==> config.mk <==
export PLATFORM = sky130hd
export DESIGN_NAME = dll_cal_seq
export DESIGN_NICKNAME = d
export VERILOG_FILES = /design/src/rtl/dll_cal_pkg.sv /design/src/rtl/dll_poll_timer.sv /design/src/rtl/dll_delay_calc.sv /design/src/rtl/dll_cal_seq.sv
export SDC_FILE = /design/constraint.sdc
export NUM_CORES = 1
export LEC_CHECK = 0
export BUFFER_PORTS_ARGS = -buffer_cell sky130_fd_sc_hd__buf_2
export CORE_MARGIN = 8
export CORE_UTILIZATION = 43
export DETAILED_ROUTE_END_ITERATION = 7
export PLACE_DENSITY_LB_ADDON = 0.05
export SYNTH_ARGS = -nofsm -noshare
export SYNTH_HDL_FRONTEND = slang
export SYNTH_SLANG_ARGS = --single-unit
==> constraint.sdc <==
create_clock -name clk -period 5.5 [get_ports clk]
set_input_delay 0.275 -clock clk [delete_from_list [all_inputs] [get_ports clk]]
set_output_delay 0.275 -clock clk [all_outputs]
set_load 0.1 [all_outputs]
==> src/rtl/dll_cal_pkg.sv <==
package dll_cal_pkg;
  typedef enum logic [2:0] {
    ST_IDLE, ST_MODE, ST_CTRL, ST_POLL, ST_CHECK, ST_DELAY
  } seq_state_t;

  localparam logic [1:0] REG_MODE  = 2'd0;
  localparam logic [1:0] REG_CTRL  = 2'd1;
  localparam logic [1:0] REG_LOCK  = 2'd2;
  localparam logic [1:0] REG_DELAY = 2'd3;

  localparam logic [7:0] CW_LOCK_TIME = 8'hC8;
  localparam logic [7:0] CW_INCR      = 8'h01;
  localparam logic [7:0] CW_START_VAL = 8'h01;
  localparam logic       CW_CLK_MODE  = 1'b1;
  localparam logic       CW_START_BIT = 1'b1;
  localparam logic [3:0] CW_BYPASS    = 4'hF;

  localparam logic [31:0] CTRL_WORD = {2'b00, CW_BYPASS, CW_START_BIT, CW_CLK_MODE,
                                       CW_START_VAL, CW_INCR, CW_LOCK_TIME};
endpackage

==> src/rtl/dll_poll_timer.sv <==
module dll_poll_timer #(
  parameter int LIMIT = 400000
) (
  input  logic clk,
  input  logic rst_n,
  input  logic clr_i,
  input  logic run_i,
  output logic expired_o
);
  localparam int CNT_W = $clog2(LIMIT + 1);
  localparam logic [CNT_W-1:0] TERM = CNT_W'(LIMIT);

  logic [CNT_W-1:0] cnt_q, cnt_d;
  logic             cnt_en;

  always_comb begin
    cnt_en = clr_i || (run_i && (cnt_q != TERM));
    cnt_d  = clr_i ? '0 : cnt_q + 1'b1;
  end

  always_ff @(posedge clk or negedge rst_n) begin
    if (!rst_n)      cnt_q <= '0;
    else if (cnt_en) cnt_q <= cnt_d;
  end

  assign expired_o = (cnt_q == TERM);

  p_cnt_bound_r7: assert property (@(posedge clk) disable iff (!rst_n)
    cnt_q <= TERM);
endmodule

==> src/rtl/dll_delay_calc.sv <==
module dll_delay_calc #(
  parameter int FIELD_W = 8
) (
  input  logic [FIELD_W-2:0]   pad_i,
  output logic [2*FIELD_W-1:0] word_o
);
  logic [FIELD_W-1:0] pad_f, rd_f;

  always_comb begin
    pad_f  = {1'b0, pad_i};
    rd_f   = pad_f + 1'b1;
    word_o = {rd_f, pad_f};
  end
endmodule

==> src/rtl/dll_cal_seq.sv <==
module dll_cal_seq
  import dll_cal_pkg::*;
#(
  parameter int CLK_MHZ    = 100,
  parameter int TIMEOUT_US = 4000,
  parameter int DATA_W     = 32
) (
  input  logic              clk,
  input  logic              rst_n,
  input  logic              start_i,
  input  logic              ddr_mode_i,
  output logic              bus_wr_o,
  output logic              bus_rd_o,
  output logic [1:0]        bus_addr_o,
  output logic [DATA_W-1:0] bus_wdata_o,
  input  logic [8:0]        bus_rdata_i,
  output logic              busy_o,
  output logic              done_o,
  output logic              timeout_o
);
  localparam int LIMIT   = CLK_MHZ * TIMEOUT_US;
  localparam int FIELD_W = 8;

  seq_state_t state_q, state_d;
  logic done_q, done_d, tmo_q, tmo_d;
  logic [FIELD_W-2:0] pad_q;
  logic pad_en;
  logic accept, locked, expired;
  logic [2*FIELD_W-1:0] delay_word;

  assign accept = (state_q == ST_IDLE) && start_i && ddr_mode_i;
  assign locked = bus_rdata_i[8];

  dll_poll_timer #(.LIMIT(LIMIT)) i_timer (
    .clk      (clk),
    .rst_n    (rst_n),
    .clr_i    (state_q == ST_CTRL),
    .run_i    ((state_q == ST_POLL) || (state_q == ST_CHECK)),
    .expired_o(expired)
  );

  dll_delay_calc #(.FIELD_W(FIELD_W)) i_calc (
    .pad_i (pad_q),
    .word_o(delay_word)
  );

  always_comb begin
    state_d = state_q;
    done_d  = done_q;
    tmo_d   = tmo_q;
    pad_en  = 1'b0;
    case (state_q)
      ST_IDLE: if (accept) begin
        state_d = ST_MODE;
        done_d  = 1'b0;
        tmo_d   = 1'b0;
      end
      ST_MODE:  state_d = ST_CTRL;
      ST_CTRL:  state_d = ST_POLL;
      ST_POLL:  state_d = ST_CHECK;
      ST_CHECK: begin
        if (locked) begin
          pad_en  = 1'b1;
          state_d = ST_DELAY;
        end else if (expired) begin
          tmo_d   = 1'b1;
          state_d = ST_IDLE;
        end else begin
          state_d = ST_POLL;
        end
      end
      ST_DELAY: begin
        done_d  = 1'b1;
        state_d = ST_IDLE;
      end
      default:  state_d = ST_IDLE;
    endcase
  end

  always_ff @(posedge clk or negedge rst_n) begin
    if (!rst_n) begin
      state_q <= ST_IDLE;
      done_q  <= 1'b0;
      tmo_q   <= 1'b0;
    end else begin
      state_q <= state_d;
      done_q  <= done_d;
      tmo_q   <= tmo_d;
    end
  end

  always_ff @(posedge clk or negedge rst_n) begin
    if (!rst_n)      pad_q <= '0;
    else if (pad_en) pad_q <= bus_rdata_i[FIELD_W-1:1];
  end

  always_comb begin
    bus_wr_o    = 1'b0;
    bus_rd_o    = 1'b0;
    bus_addr_o  = REG_MODE;
    bus_wdata_o = '0;
    case (state_q)
      ST_MODE: begin
        bus_wr_o    = 1'b1;
        bus_addr_o  = REG_MODE;
        bus_wdata_o = DATA_W'(1);
      end
      ST_CTRL: begin
        bus_wr_o    = 1'b1;
        bus_addr_o  = REG_CTRL;
        bus_wdata_o = DATA_W'(CTRL_WORD);
      end
      ST_POLL: begin
        bus_rd_o    = 1'b1;
        bus_addr_o  = REG_LOCK;
      end
      ST_DELAY: begin
        bus_wr_o    = 1'b1;
        bus_addr_o  = REG_DELAY;
        bus_wdata_o = DATA_W'(delay_word);
      end
      default: ;
    endcase
  end

  assign busy_o    = (state_q != ST_IDLE);
  assign done_o    = done_q;
  assign timeout_o = tmo_q;

  p_delay_after_lock_r6: assert property (@(posedge clk) disable iff (!rst_n)
    (bus_wr_o && bus_addr_o == REG_DELAY) |-> $past(bus_rdata_i[8]));
  p_delay_value_r6: assert property (@(posedge clk) disable iff (!rst_n)
    (bus_wr_o && bus_addr_o == REG_DELAY) |->
      (bus_wdata_o[7:0] == 8'($past(bus_rdata_i[7:0]) >> 1)) &&
      (bus_wdata_o[15:8] == bus_wdata_o[7:0] + 8'd1));
  p_timeout_no_lock_r7: assert property (@(posedge clk) disable iff (!rst_n)
    $rose(timeout_o) |-> !$past(bus_rdata_i[8]) && !busy_o);
  p_flags_exclusive_r8: assert property (@(posedge clk) disable iff (!rst_n)
    !(done_o && timeout_o));
  p_one_strobe_r5: assert property (@(posedge clk) disable iff (!rst_n)
    $onehot0({bus_wr_o, bus_rd_o}));
  p_ctrl_follows_mode_r4: assert property (@(posedge clk) disable iff (!rst_n)
    (bus_wr_o && bus_addr_o == REG_MODE) |=> (bus_wr_o && bus_addr_o == REG_CTRL));
endmodule

# ---- After elaboration in Yosys (flattened, before gate mapping)
# Index checks and enable logic that the tools add are counted.
# Widths: inputs -> output; s select.
dict set report word_totals {
  inputBits 13
  ff_bits 31
  out_inout_bits 39
}
dict set report classes {
  n_addsub 2
  reduce_logical 12
  muxes 16
  n_eq_ne 10
}
# cell count
set ops {}
lappend ops {{$pmux 30 s3} 1}
lappend ops {{$add 19x1->19 const B} 1}
lappend ops {{$eq 19x19->1 const B} 1}
lappend ops {{$mux 19} 1}
lappend ops {{$ne 19x19->1 const B} 1}
lappend ops {{$pmux 3 s5} 1}
lappend ops {{$add 7x1->8 const B} 1}
lappend ops {{$mux 1} 7}
lappend ops {{$eq 3x2->1 const B} 2}
lappend ops {{$eq 3x3->1 const B} 2}
lappend ops {{$mux 3} 2}
lappend ops {{$ne 2x2->1 const B} 3}
lappend ops {{$pmux 2 s3} 1}
lappend ops {{$pmux 1 s2} 2}
lappend ops {{$reduce_and 4->1} 1}
lappend ops {{$reduce_bool 2->1} 2}
lappend ops {{$eq 3x1->1 const B} 1}
lappend ops {{$logic_and 1x1->1} 3}
lappend ops {{$logic_not 3->1} 1}
lappend ops {{$reduce_bool 3->1} 1}
lappend ops {{$reduce_or 3->1} 1}
lappend ops {{$logic_or 1x1->1} 2}
lappend ops {{$mux 2} 1}
lappend ops {{$reduce_and 2->1} 1}

# ---- Longest topological paths before layout
# Gate-level depths: netlist of run 1.
dict set report depth {
  depth_word 5
  mapped_depth 7
}

# ---- Modules after synthesis
# A second synthesis of run 1 with hierarchy kept.
dict set report unflattened {
  hier_cells 229
  hier_area_um2 2149.6
}
# module instances area_each_um2 cells_per_inst
set by_module_without_submodules {}
lappend by_module_without_submodules {dll_poll_timer 1 1137.3 118}
lappend by_module_without_submodules {dll_cal_seq 1 844.6 87}
lappend by_module_without_submodules {dll_delay_calc 1 167.7 24}

# ---- Worst setup path after synthesis of run 1
# No wires, ideal clock.
dict set report synth_path {
  kind {register to output}
  startpoint {reg state_q[1]}
  endpoint {out bus_wdata_o[15]}
  path_stages_with_launch 6
  t_required_ps 5225
  arrival_ps 3879
  setup_slack_ps 1346
  cell_sequence {dfrtp_1 -> buf_2 -> nand2b_1 -> nor2_1 -> nand2_1 -> nor4_1}
}
dict set report synth_between {
  elab_chain_len 2
  elab_cells_between_ends 4
  classes_between {eq/ne: 3; mux: 1}
}
# item line_no
set synth_lines {}
lappend synth_lines {{from (decl)} dll_cal_seq.sv:24} ;# seq_state_t state_q, state_d;
lappend synth_lines {{from (signal assigned)} dll_cal_seq.sv:86} ;# state_q <= state_d;
lappend synth_lines {{$eq 3x3->1, or another cell as far along} dll_cal_seq.sv:102} ;# case (state_q)
lappend synth_lines {{$pmux 30 s3 (*)} dll_cal_seq.sv:102}
lappend synth_lines {{to (decl)} dll_cal_seq.sv:15} ;# output logic [DATA_W-1:0] bus_wdata_o,
# Every way passes the cells marked *; elsewhere a longest branch is shown, timed or not.

# ---- Worst setup path in the final report of run 1
dict set report layout_path {
  startpoint {reg state_q[2]}
  endpoint {out bus_wdata_o[28]}
}
# The elaborated chain is that of the path after synthesis.

==> results of run 1 <==
[kinds of logic (layout without fill, tap and decap cells)]
family | count (synthesis) | count (layout)
AOI/OAI and AO/OA | 45 | 45
DFF | 31 | 31
and+or+nand+nor | 81 | 81
buffers and inverters | 37 | 60
xor gates and xnor gates | 8 | 8
muxes | 9 | 9
adders and majority gates | 3 | 3
other | 1 | 9
[worst paths after layout]
path	to	slack [ns]	startpoint
max	bus_wdata_o[28]	2.68	state_q[2]$_DFFE_PN0N_
min	done_o$_DFFE_PN0P_	0.04	rst_n
max reg2reg	i_timer.cnt_q[13]$_DFFE_PN0P_	3.09	state_q[2]$_DFFE_PN0N_
min reg2reg	timeout_o$_DFFE_PN0P_	0.52	timeout_o$_DFFE_PN0P_
max in group asynchronous	i_timer.cnt_q[4]$_DFFE_PN0P_	5.00	rst_n
min in group clk	pad_q[5]$_DFFE_PN0P_	0.19	bus_rdata_i[6]
[worst max-delay path: cells and delay by family (launching register included)]
family / cells / cell delay (ns)
flip-flops: 1 / 0.48
buffers and inverters: 3 / 1.37
AND/OR/NAND/NOR: 1 / 0.41
[cell usage in the layout (no fill, tap or decap), types with 2 or more instances in the layout]
master,instances
buf_2,41
dfrtp_1,31
nand2_1,24
a21oi_1,15
nor2_1,13
o21ai_0,13
inv_1,11
nand3_1,10
or3_1,9
conb_1,9
mux2_2,6
xnor2_1,5
o31ai_1,5
clkbuf_8,5
and2_1,4
xor2_1,3
nor4_1,3
o211ai_1,3
mux2i_1,3
or4_1,3
and3_1,3
ha_1,3
nand3b_1,2
or2_2,2
nand4_1,2
a2111o_1,2
nor3_1,2
o21a_1,2
clkbuf_1,2
[per-layer routing]
metal	wire length, um	global-route usage (%)	vias up
met3	218	3.79	7
met2	2050	22.1	26
li1	-	-	786
met4	43	3.62	0
met5	0	0	-
met1	1990	17.6	727
[through the flow]
stage	worst slack, ns	util (%)
2_1_floorplan	1.35	-
3_3_place_gp	2.99	46.8
3_5_place_dp	2.98	46.8
4_1_cts	2.64	48.6
5_1_grt	2.44	48.6
6_report	2.68	48.6
[final cells by class]
| type | instances | share of cell area [%] |
|---|---|---|
| tap | 52 | 3.09 |
| multi-input combinational | 155 | 44.4 |
| clock inverter | 1 | 0.238 |
| clock buffer | 7 | 3.63 |
| inverter | 11 | 1.96 |
| timing repair buffer | 41 | 9.76 |
| sequential | 31 | 36.9 |
[state kept, by name, summed over array words and instances (netlist names)]
register	cells
done_o	1
pad_q	7
timeout_o	1
i_timer.cnt_q	19
state_q	3
==> impl_metrics.ini, run 1 <==
[worst_setup_path]
crit_type = flip-flop to primary output
start_kind = flip-flop
worst_setup_path_end_kind = primary output
critPathMaxStageDelay_ns = 0.61
reg2reg_depth = 4
path_cells = inv_1 -> nand3b_1 -> inv_1 -> buf_2
cp.required_ns = 5.22
crit_fanout = 21
worstPathArrival_ns = 2.54
path_common_cell = inv_1
slowest_stage = inv_1

[detailed_routing]
post_drt_wl_per_cell_um = 14.4
detail-route-antenna-nets = 0
vias = 1546
drt_iter0_markers = 76
first_pass_iters = 4
drcViolationCount = 0
routed_wl_um = 4300
vias_per_cell = 5.19

[finish]
nets = 261
final_cells = 298
fillerInstances = 452
drive_gt1_share_pct = 22.8
antenna_cells = 0
multi_input_area_um2 = 935
regArea_um2 = 776
design_area_um2 = 2100
area_growth_pct = 10.3

[timing]
worst_pin_slew_ns = 0.710
final_hold_viol_count = 0
fin_hold_ws_ns = 0.0374
slew_headroom_pct = 52.7
slew_violations = 0
setup_viol = 0
clock-skew-final_ns = 0.00591
rsz0062_at_grt = false
fin_tns_setup_ns = 0
maxClockFrequency_mhz = 355
layout_worst_path_cycle_share_pct = 51.2
post-route-min-period_ns = 2.82

[yosys]
synthXorXnorAreaFrac_pct = 3.67
muxShareOfSynthArea_pct = 5.12
ys_ff_latch = 31
ys_warn_count = 0
yosys.area.top_type = dfrtp_1
syn_area_um2 = 1910
synth_top_family_by_area = simple AND/OR/NAND/NOR gates
ys_seq_area_share_pct = 40.7
yosys_most_used_dff = dfrtp_1
syn_inst = 215
yosys-top-cells-count = 31 x dfrtp_1, 24 x nand2_1, 17 x buf_4, 15 x a21oi_1
synth_top_area_share_pct = 40.7
async_reset_ff_share_pct = 100
synth-simple-area-share_pct = 21.7
synth_fa_ha_area_share_pct = 1.97
post-synth-top-count-cell = dfrtp_1
ys_types = 40
avgSynthCellArea_um2 = 8.87
synth-compound-area-share_pct = 14.8
synth_area_leaders = dfrtp_1 41%, buf_4 6.7%, nand2_1 4.7%
synth-edff-count = 0

[die]
die_w_um = 82.6
initial_core_util_pct = 44.1
io_pins = 52
core-area_um2 = 4320
row_count = 24
fp.dieH_um = 82.6
die_area_um2 = 6820

[clocking]
worstSkewPairLatency_ns = 0.28
clk_pin_slew_worst_paths_ns = 0.07
cts-root-buf = clkbuf_8
cts_max_path_buffers = 2
numCtsBuffers = 5
htreeDepth = 2
cts_resized = 0
cts_setup_buffers = 0
cts_sinks = 31
cts_tree = done
hold_buffers = 0

[run_status]
status = complete, no violations

[placed_design]
dp_cells = 290
hpwlAfterDp_um = 3230
placed_area_um2 = 2020
finalWeightedCongestion = 0.780
numPortBuffers = 41

[grt]
grt_use_total_pct = 13.7
grt_pass1_wl_um = 7290
antenna_found_initial = 0
overflow = 0
first_global_vias = 1466
grt_max_degree = 32

[job]
cap_violations = 0

[worst_hold_path]
hold_class = input port to asynchronous set/reset pin
Power of run 1 is not shown: default switching activity piles up to over one toggle a cycle in this logic, so the estimate is an artifact.
==> run 2: changes to the inputs <==
--- a/config.mk
+++ b/config.mk
@@ -5,6 +5,7 @@
 export SDC_FILE = /design/constraint.sdc
 export NUM_CORES = 1
 export LEC_CHECK = 0
+export ABC_AREA = 1
 export BUFFER_PORTS_ARGS = -buffer_cell sky130_fd_sc_hd__buf_2
 export CORE_MARGIN = 8
 export CORE_UTILIZATION = 43
==> constraint.sdc (replaced) <==
create_clock -name clk -period 2.3 [get_ports clk]
set_input_delay 0.115 -clock clk [delete_from_list [all_inputs] [get_ports clk]]
set_output_delay 0.115 -clock clk [all_outputs]
set_load 0.1 [all_outputs]
==> run 2 against run 1 <==
Effect of this change: final area up 31%; die area up 11%; wire length up 23%; clock skew up 0.00097 ns; worst hold slack worse by 0.010 ns; sequential cell count unchanged; highest routed layer unchanged.
==> impl_metrics.ini, run 2 <==
[run_status]
status = complete, no violations

[die]
initial_core_util_pct = 43.5
io_pins = 52
die_area_um2 = 7600
fp.dieH_um = 87.2
row_count = 26
core-area_um2 = 5010
die_w_um = 87.2

[worst_hold_path]
holdPathEnd = state_q[1]$_DFFE_PN0N_
hold_class = input port to flip-flop
min_path_cells = 2
worstHoldStart = bus_rdata_i[8]

[clocking]
cts_sinks = 31
clk_pin_slew_worst_paths_ns = 0.06
htreeDepth = 2
worstSkewPairLatency_ns = 0.28
cts_tree = done
numCtsBuffers = 5
cts-root-buf = clkbuf_8
cts_max_path_buffers = 2

[timing]
rsz0062_at_grt = false
setup_viol = 0
fin_tns_setup_ns = 0
maxClockFrequency_mhz = 472
final_hold_viol_count = 0
slew_headroom_pct = 51.6
worst_pin_slew_ns = 0.726
layout_worst_path_cycle_share_pct = 92.1
clock-skew-final_ns = 0.00688
post-route-min-period_ns = 2.12
slew_violations = 0

[yosys]
syn_area_um2 = 2180
ys_warn_count = 0
ys_seq_area_share_pct = 35.6
async_reset_ff_share_pct = 100
yosys_most_used_dff = dfrtp_1
synth_area_leaders = dfrtp_1 36%, nand2_1 15%, nor2_1 9.5%
yosys-top-cells-count = 88 x nand2_1, 55 x nor2_1, 31 x dfrtp_1, 24 x inv_1, 19 x nand3_1
ys_ff_latch = 31
synth-edff-count = 0
syn_inst = 311
ys_types = 30
synth_top_area_share_pct = 35.6
post-synth-top-count-cell = nand2_1
avgSynthCellArea_um2 = 7.00
yosys.area.top_type = dfrtp_1

[finish]
area_growth_pct = 27.0
antenna_cells = 0
largestRegisters = i_timer.cnt_q: 19 flops, pad_q: 7 flops, state_q: 3 flops
largest_reg_flops = 19
final_cell_mix = 88 x nand2_1, 49 x nor2_1, 31 x dfrtp_1
drive_gt1_share_pct = 26.1
fillerInstances = 523
multi_input_area_um2 = 1230
regArea_um2 = 776
final_common_cell = nand2_1
regMostFlops = i_timer.cnt_q
design_area_um2 = 2770
nets = 368

[detailed_routing]
detail-route-antenna-nets = 0
vias = 1954
post_drt_wl_per_cell_um = 12.5
drcViolationCount = 0
vias_per_cell = 4.63
routed_wl_um = 5280
first_pass_iters = 4
drt_iter0_markers = 98

[worst_setup_path]
critical-path-top-delay-family = buffers and inverters
worstPathArrival_ns = 2.00
slowest_stage = dfrtp_1
crit_type = flip-flop to primary output
critPathMaxStageDelay_ns = 0.41
path_buf_inv = 4
start_kind = flip-flop
r2r-end = i_timer.cnt_q[18]$_DFFE_PN0P_
cp.required_ns = 2.18
crit_fanout = 4
r2r_start = i_timer.cnt_q[0]$_DFFE_PN0P_
reg2reg_setup_slack_ns = 0.46
path_cells = nor2_1 -> inv_1 -> nor2_2 -> clkinvlp_4 -> buf_4 -> nor2_2 -> nand2_1 -> a32oi_2 -> buf_12
path_common_cell = nor2_2
reg2reg_depth = 12
worst_setup_path_end_kind = primary output

[placed_design]
numPortBuffers = 41
placed_area_um2 = 2630
hpwlAfterDp_um = 3960
finalWeightedCongestion = 0.854

[grt]
grt_use_total_pct = 15.5
grt_pass1_wl_um = 9310
overflow = 0
antenna_found_initial = 0
grt_max_degree = 32
first_global_vias = 2017

[job]
cap_violations = 0
[run 2: repair_timing]
item	4_1_cts	5_1_grt
hold buffers	1	0
gates resized for setup	0	4
hold endpoints to repair	31	0
endpoints found under the setup margin	0	9
setup buffers	0	3
[run 2: cell type report]
type	instances	share of cell area [%]
clock buffer	6	2.99
tap	70	3.17
multi-input combinational	238	44.5
inverter	28	3.94
timing repair buffer	48	17.2
clock inverter	1	0.181
sequential	31	28.1
[run 2: cells by family after synthesis]
group / Yosys count / share of synthesized area (%)
adder cells (fa/ha/maj): 3 / 1.72
AND/OR/NAND/NOR: 192 / 38.8
other: 1 / 0.172
buffers and inverters: 50 / 12.4
AO/OA/AOI/OAI: 19 / 5.00
multiplexers: 2 / 1.03
flip-flops: 31 / 35.6
XOR/XNOR: 13 / 5.23
[run 2: worst max path at each step]
stage                           startpoint              end  cells after the start
finish              state_q[1]$_DFFE_PN0N_  bus_wdata_o[14]                      9
detailed placement  state_q[1]$_DFFE_PN0N_  bus_wdata_o[13]                      6
floorplan           state_q[1]$_DFFE_PN0N_  bus_wdata_o[14]                      7
global placement    state_q[1]$_DFFE_PN0N_  bus_wdata_o[13]                      6
global route        state_q[0]$_DFFE_PN0N_  bus_wdata_o[14]                     10
CTS                 state_q[1]$_DFFE_PN0N_  bus_wdata_o[13]                      6
[run 2: per-stage QoR]
stage	std cells	util [%]	hold WS [ns]	worst slack, ns
after CTS	419	54.5	0.0200	0.0155
after global routing	422	55.2	0.0342	0.0206
after global placement	411	52.6	0.216	0.370
after detailed placement	411	52.6	0.229	0.345
after floorplan	319	-	-0.181	-0.574
final	422	55.2	0.0270	0.182
[run 2: worst reg2reg max path, cell delays in order (launching register included)]
cell	delay, ns
dfrtp_1	0.42
inv_1	0.14
ha_1	0.16
inv_1	0.04
nor2_1	0.07
nand2_1	0.08
nor2_2	0.11
inv_2	0.05
nor2_4	0.13
nor2_4	0.11
nor2_8	0.29
nand2_1	0.09
nand2_1	0.08
[run 2: per-layer routing]
layer | vias to the layer above | GRT usage (%) | share of wire [%]
met5 | - | 0 | 0
met4 | 0 | 5.47 | 1.4
met3 | 5 | 5.09 | 6.1
met2 | 43 | 25.7 | 48
met1 | 878 | 18.1 | 45
li1 | 1028 | - | -
Power of run 2 is left out for the same reason.
==> run 3: changes to the inputs <==
--- a/config.mk
+++ b/config.mk
@@ -7,7 +7,7 @@
 export LEC_CHECK = 0
 export ABC_AREA = 1
 export BUFFER_PORTS_ARGS = -buffer_cell sky130_fd_sc_hd__buf_2
-export CORE_MARGIN = 8
+export CORE_MARGIN = 2
 export CORE_UTILIZATION = 43
 export DETAILED_ROUTE_END_ITERATION = 7
 export PLACE_DENSITY_LB_ADDON = 0.05
==> constraint.sdc (replaced) <==
create_clock -name clk -period 2.35 [get_ports clk]
set_input_delay 0.1175 -clock clk [delete_from_list [all_inputs] [get_ports clk]]
set_output_delay 0.1175 -clock clk [all_outputs]
set_load 0.1 [all_outputs]
==> run 3 against run 2 <==
Effect of this change: global-route usage rose by 3.5 points; core utilization rose by 1.5 points; final area fell by 1.3%; non-clock buffer count fell by 2; highest routed layer unchanged; critical path depth fell by 1; via count rose by 0.20%.
==> impl_metrics.ini, run 3 (same netlist as run 2, synthesis figures left out) <==
[run_status]
status = complete, no violations

[detailed_routing]
drt_iter0_markers = 71
vias_per_cell = 4.68
first_pass_iters = 4
drcViolationCount = 0
detail-route-antenna-nets = 0
routed_wl_um = 4950
post_drt_wl_per_cell_um = 11.8
vias = 1958

[clocking]
cts_resized = 0
cts_tree = done
worstSkewPairLatency_ns = 0.28
cts_max_path_buffers = 2
clk_pin_slew_worst_paths_ns = 0.06
numCtsBuffers = 5
cts_setup_buffers = 0
cts_sinks = 31
cts-root-buf = clkbuf_8
htreeDepth = 2

[timing]
slew_headroom_pct = 51.0
fin_hold_ws_ns = 0.0328
fin_tns_setup_ns = 0
layout_worst_path_cycle_share_pct = 91.2
post-route-min-period_ns = 2.14
final_hold_viol_count = 0
clock-skew-final_ns = 0.00458
rsz0062_at_grt = false
maxClockFrequency_mhz = 467
slew_violations = 0
worst_pin_slew_ns = 0.734
setup_viol = 0

[finish]
regMostFlops = i_timer.cnt_q
antenna_cells = 0
largestRegisters = i_timer.cnt_q: 19 flops, pad_q: 7 flops, state_q: 3 flops
final_cell_mix = 88 x nand2_1, 54 x nor2_1, 31 x dfrtp_1
largest_reg_flops = 19
final_common_cell = nand2_1
drive_gt1_share_pct = 23.9
area_growth_pct = 25.4
nets = 366
fillerInstances = 491

[die]
io_pins = 52
core-area_um2 = 4820
row_count = 25
die_area_um2 = 5650
die_w_um = 75.2
initial_core_util_pct = 45.2
fp.dieH_um = 75.2

[worst_setup_path]
worstPathArrival_ns = 2.03
cp.required_ns = 2.23
crit_type = flip-flop to primary output
start_kind = flip-flop
worst_setup_path_end_kind = primary output
crit_fanout = 4

[grt]
grt_use_total_pct = 19.0
antenna_found_initial = 0
overflow = 0
first_global_vias = 1782
grt_pass1_wl_um = 8220
grt_max_degree = 32

[placed_design]
finalWeightedCongestion = 0.829
hpwlAfterDp_um = 3590
numPortBuffers = 41

[job]
cap_violations = 0

[worst_hold_path]
hold_class = input port to flip-flop
run 3: area by class of cell:
cell class	instances	area (um2)	share of cell area [%]
multi-input combinational	238	1210	44.2
sequential	31	776	28.4
timing repair buffer	46	440	16.1
inverter	28	105	3.85
tap	67	83.8	3.07
clock buffer	6	82.6	3.02
clock inverter	2	35.0	1.28
run 3: path summary, 6_finish.rpt:
check,start,end,slack [ns],cells after the start
max in group asynchronous,rst_n,pad_q[0]$_DFFE_PN0P_,1.46,2
worst min-delay path,bus_rdata_i[8],state_q[1]$_DFFE_PN0N_,0.03,2
min in group asynchronous,rst_n,i_timer.cnt_q[11]$_DFFE_PN0P_,0.42,2
worst max register to register,i_timer.cnt_q[0]$_DFFE_PN0P_,i_timer.cnt_q[13]$_DFFE_PN0P_,0.47,12
worst max-delay path,state_q[1]$_DFFE_PN0N_,bus_wdata_o[14],0.21,8
worst min register to register,timeout_o$_DFFE_PN0P_,timeout_o$_DFFE_PN0P_,0.47,2
run 3: what timing repair did:
action / 4_1_cts / 5_1_grt
setup endpoints to repair: 0 / 0
hold buffers: 1 / 0
endpoints found under the hold margin: 31 / 0
run 3: worst max-delay path: stages, from the launching register on:
cell and delay [ns]:
dfrtp_1 0.41, nor2_1 0.11, inv_1 0.08, nor2_1 0.23, inv_1 0.14, nor2_2 0.12
nand2_1 0.07, a32oi_2 0.14, buf_2 0.45
run 3: routing by layer:
metal  track usage [%]  part of all wire [%]  vias up
met3              2.95                   4.0        6
met2              30.8                    47       47
met1              26.4                    48      881
li1                  -                     -     1024
met4              5.26                  0.87        0
met5                 0                     0        -
run 3: through the flow:
| step | cells | util (%) | area (um2) | setup slack (ns) |
|---|---|---|---|---|
| 2_1_floorplan | 319 | - | 2250 | -0.526 |
| 6_report | 418 | 56.7 | 2730 | 0.207 |
| 3_3_place_gp | 409 | 54.0 | 2600 | 0.504 |
| 3_5_place_dp | 409 | 54.0 | 2600 | 0.481 |
| 5_1_grt | 418 | 56.7 | 2730 | 0.0361 |
| 4_1_cts | 418 | 56.7 | 2730 | 0.205 |
Power of run 3 is left out for the same reason.
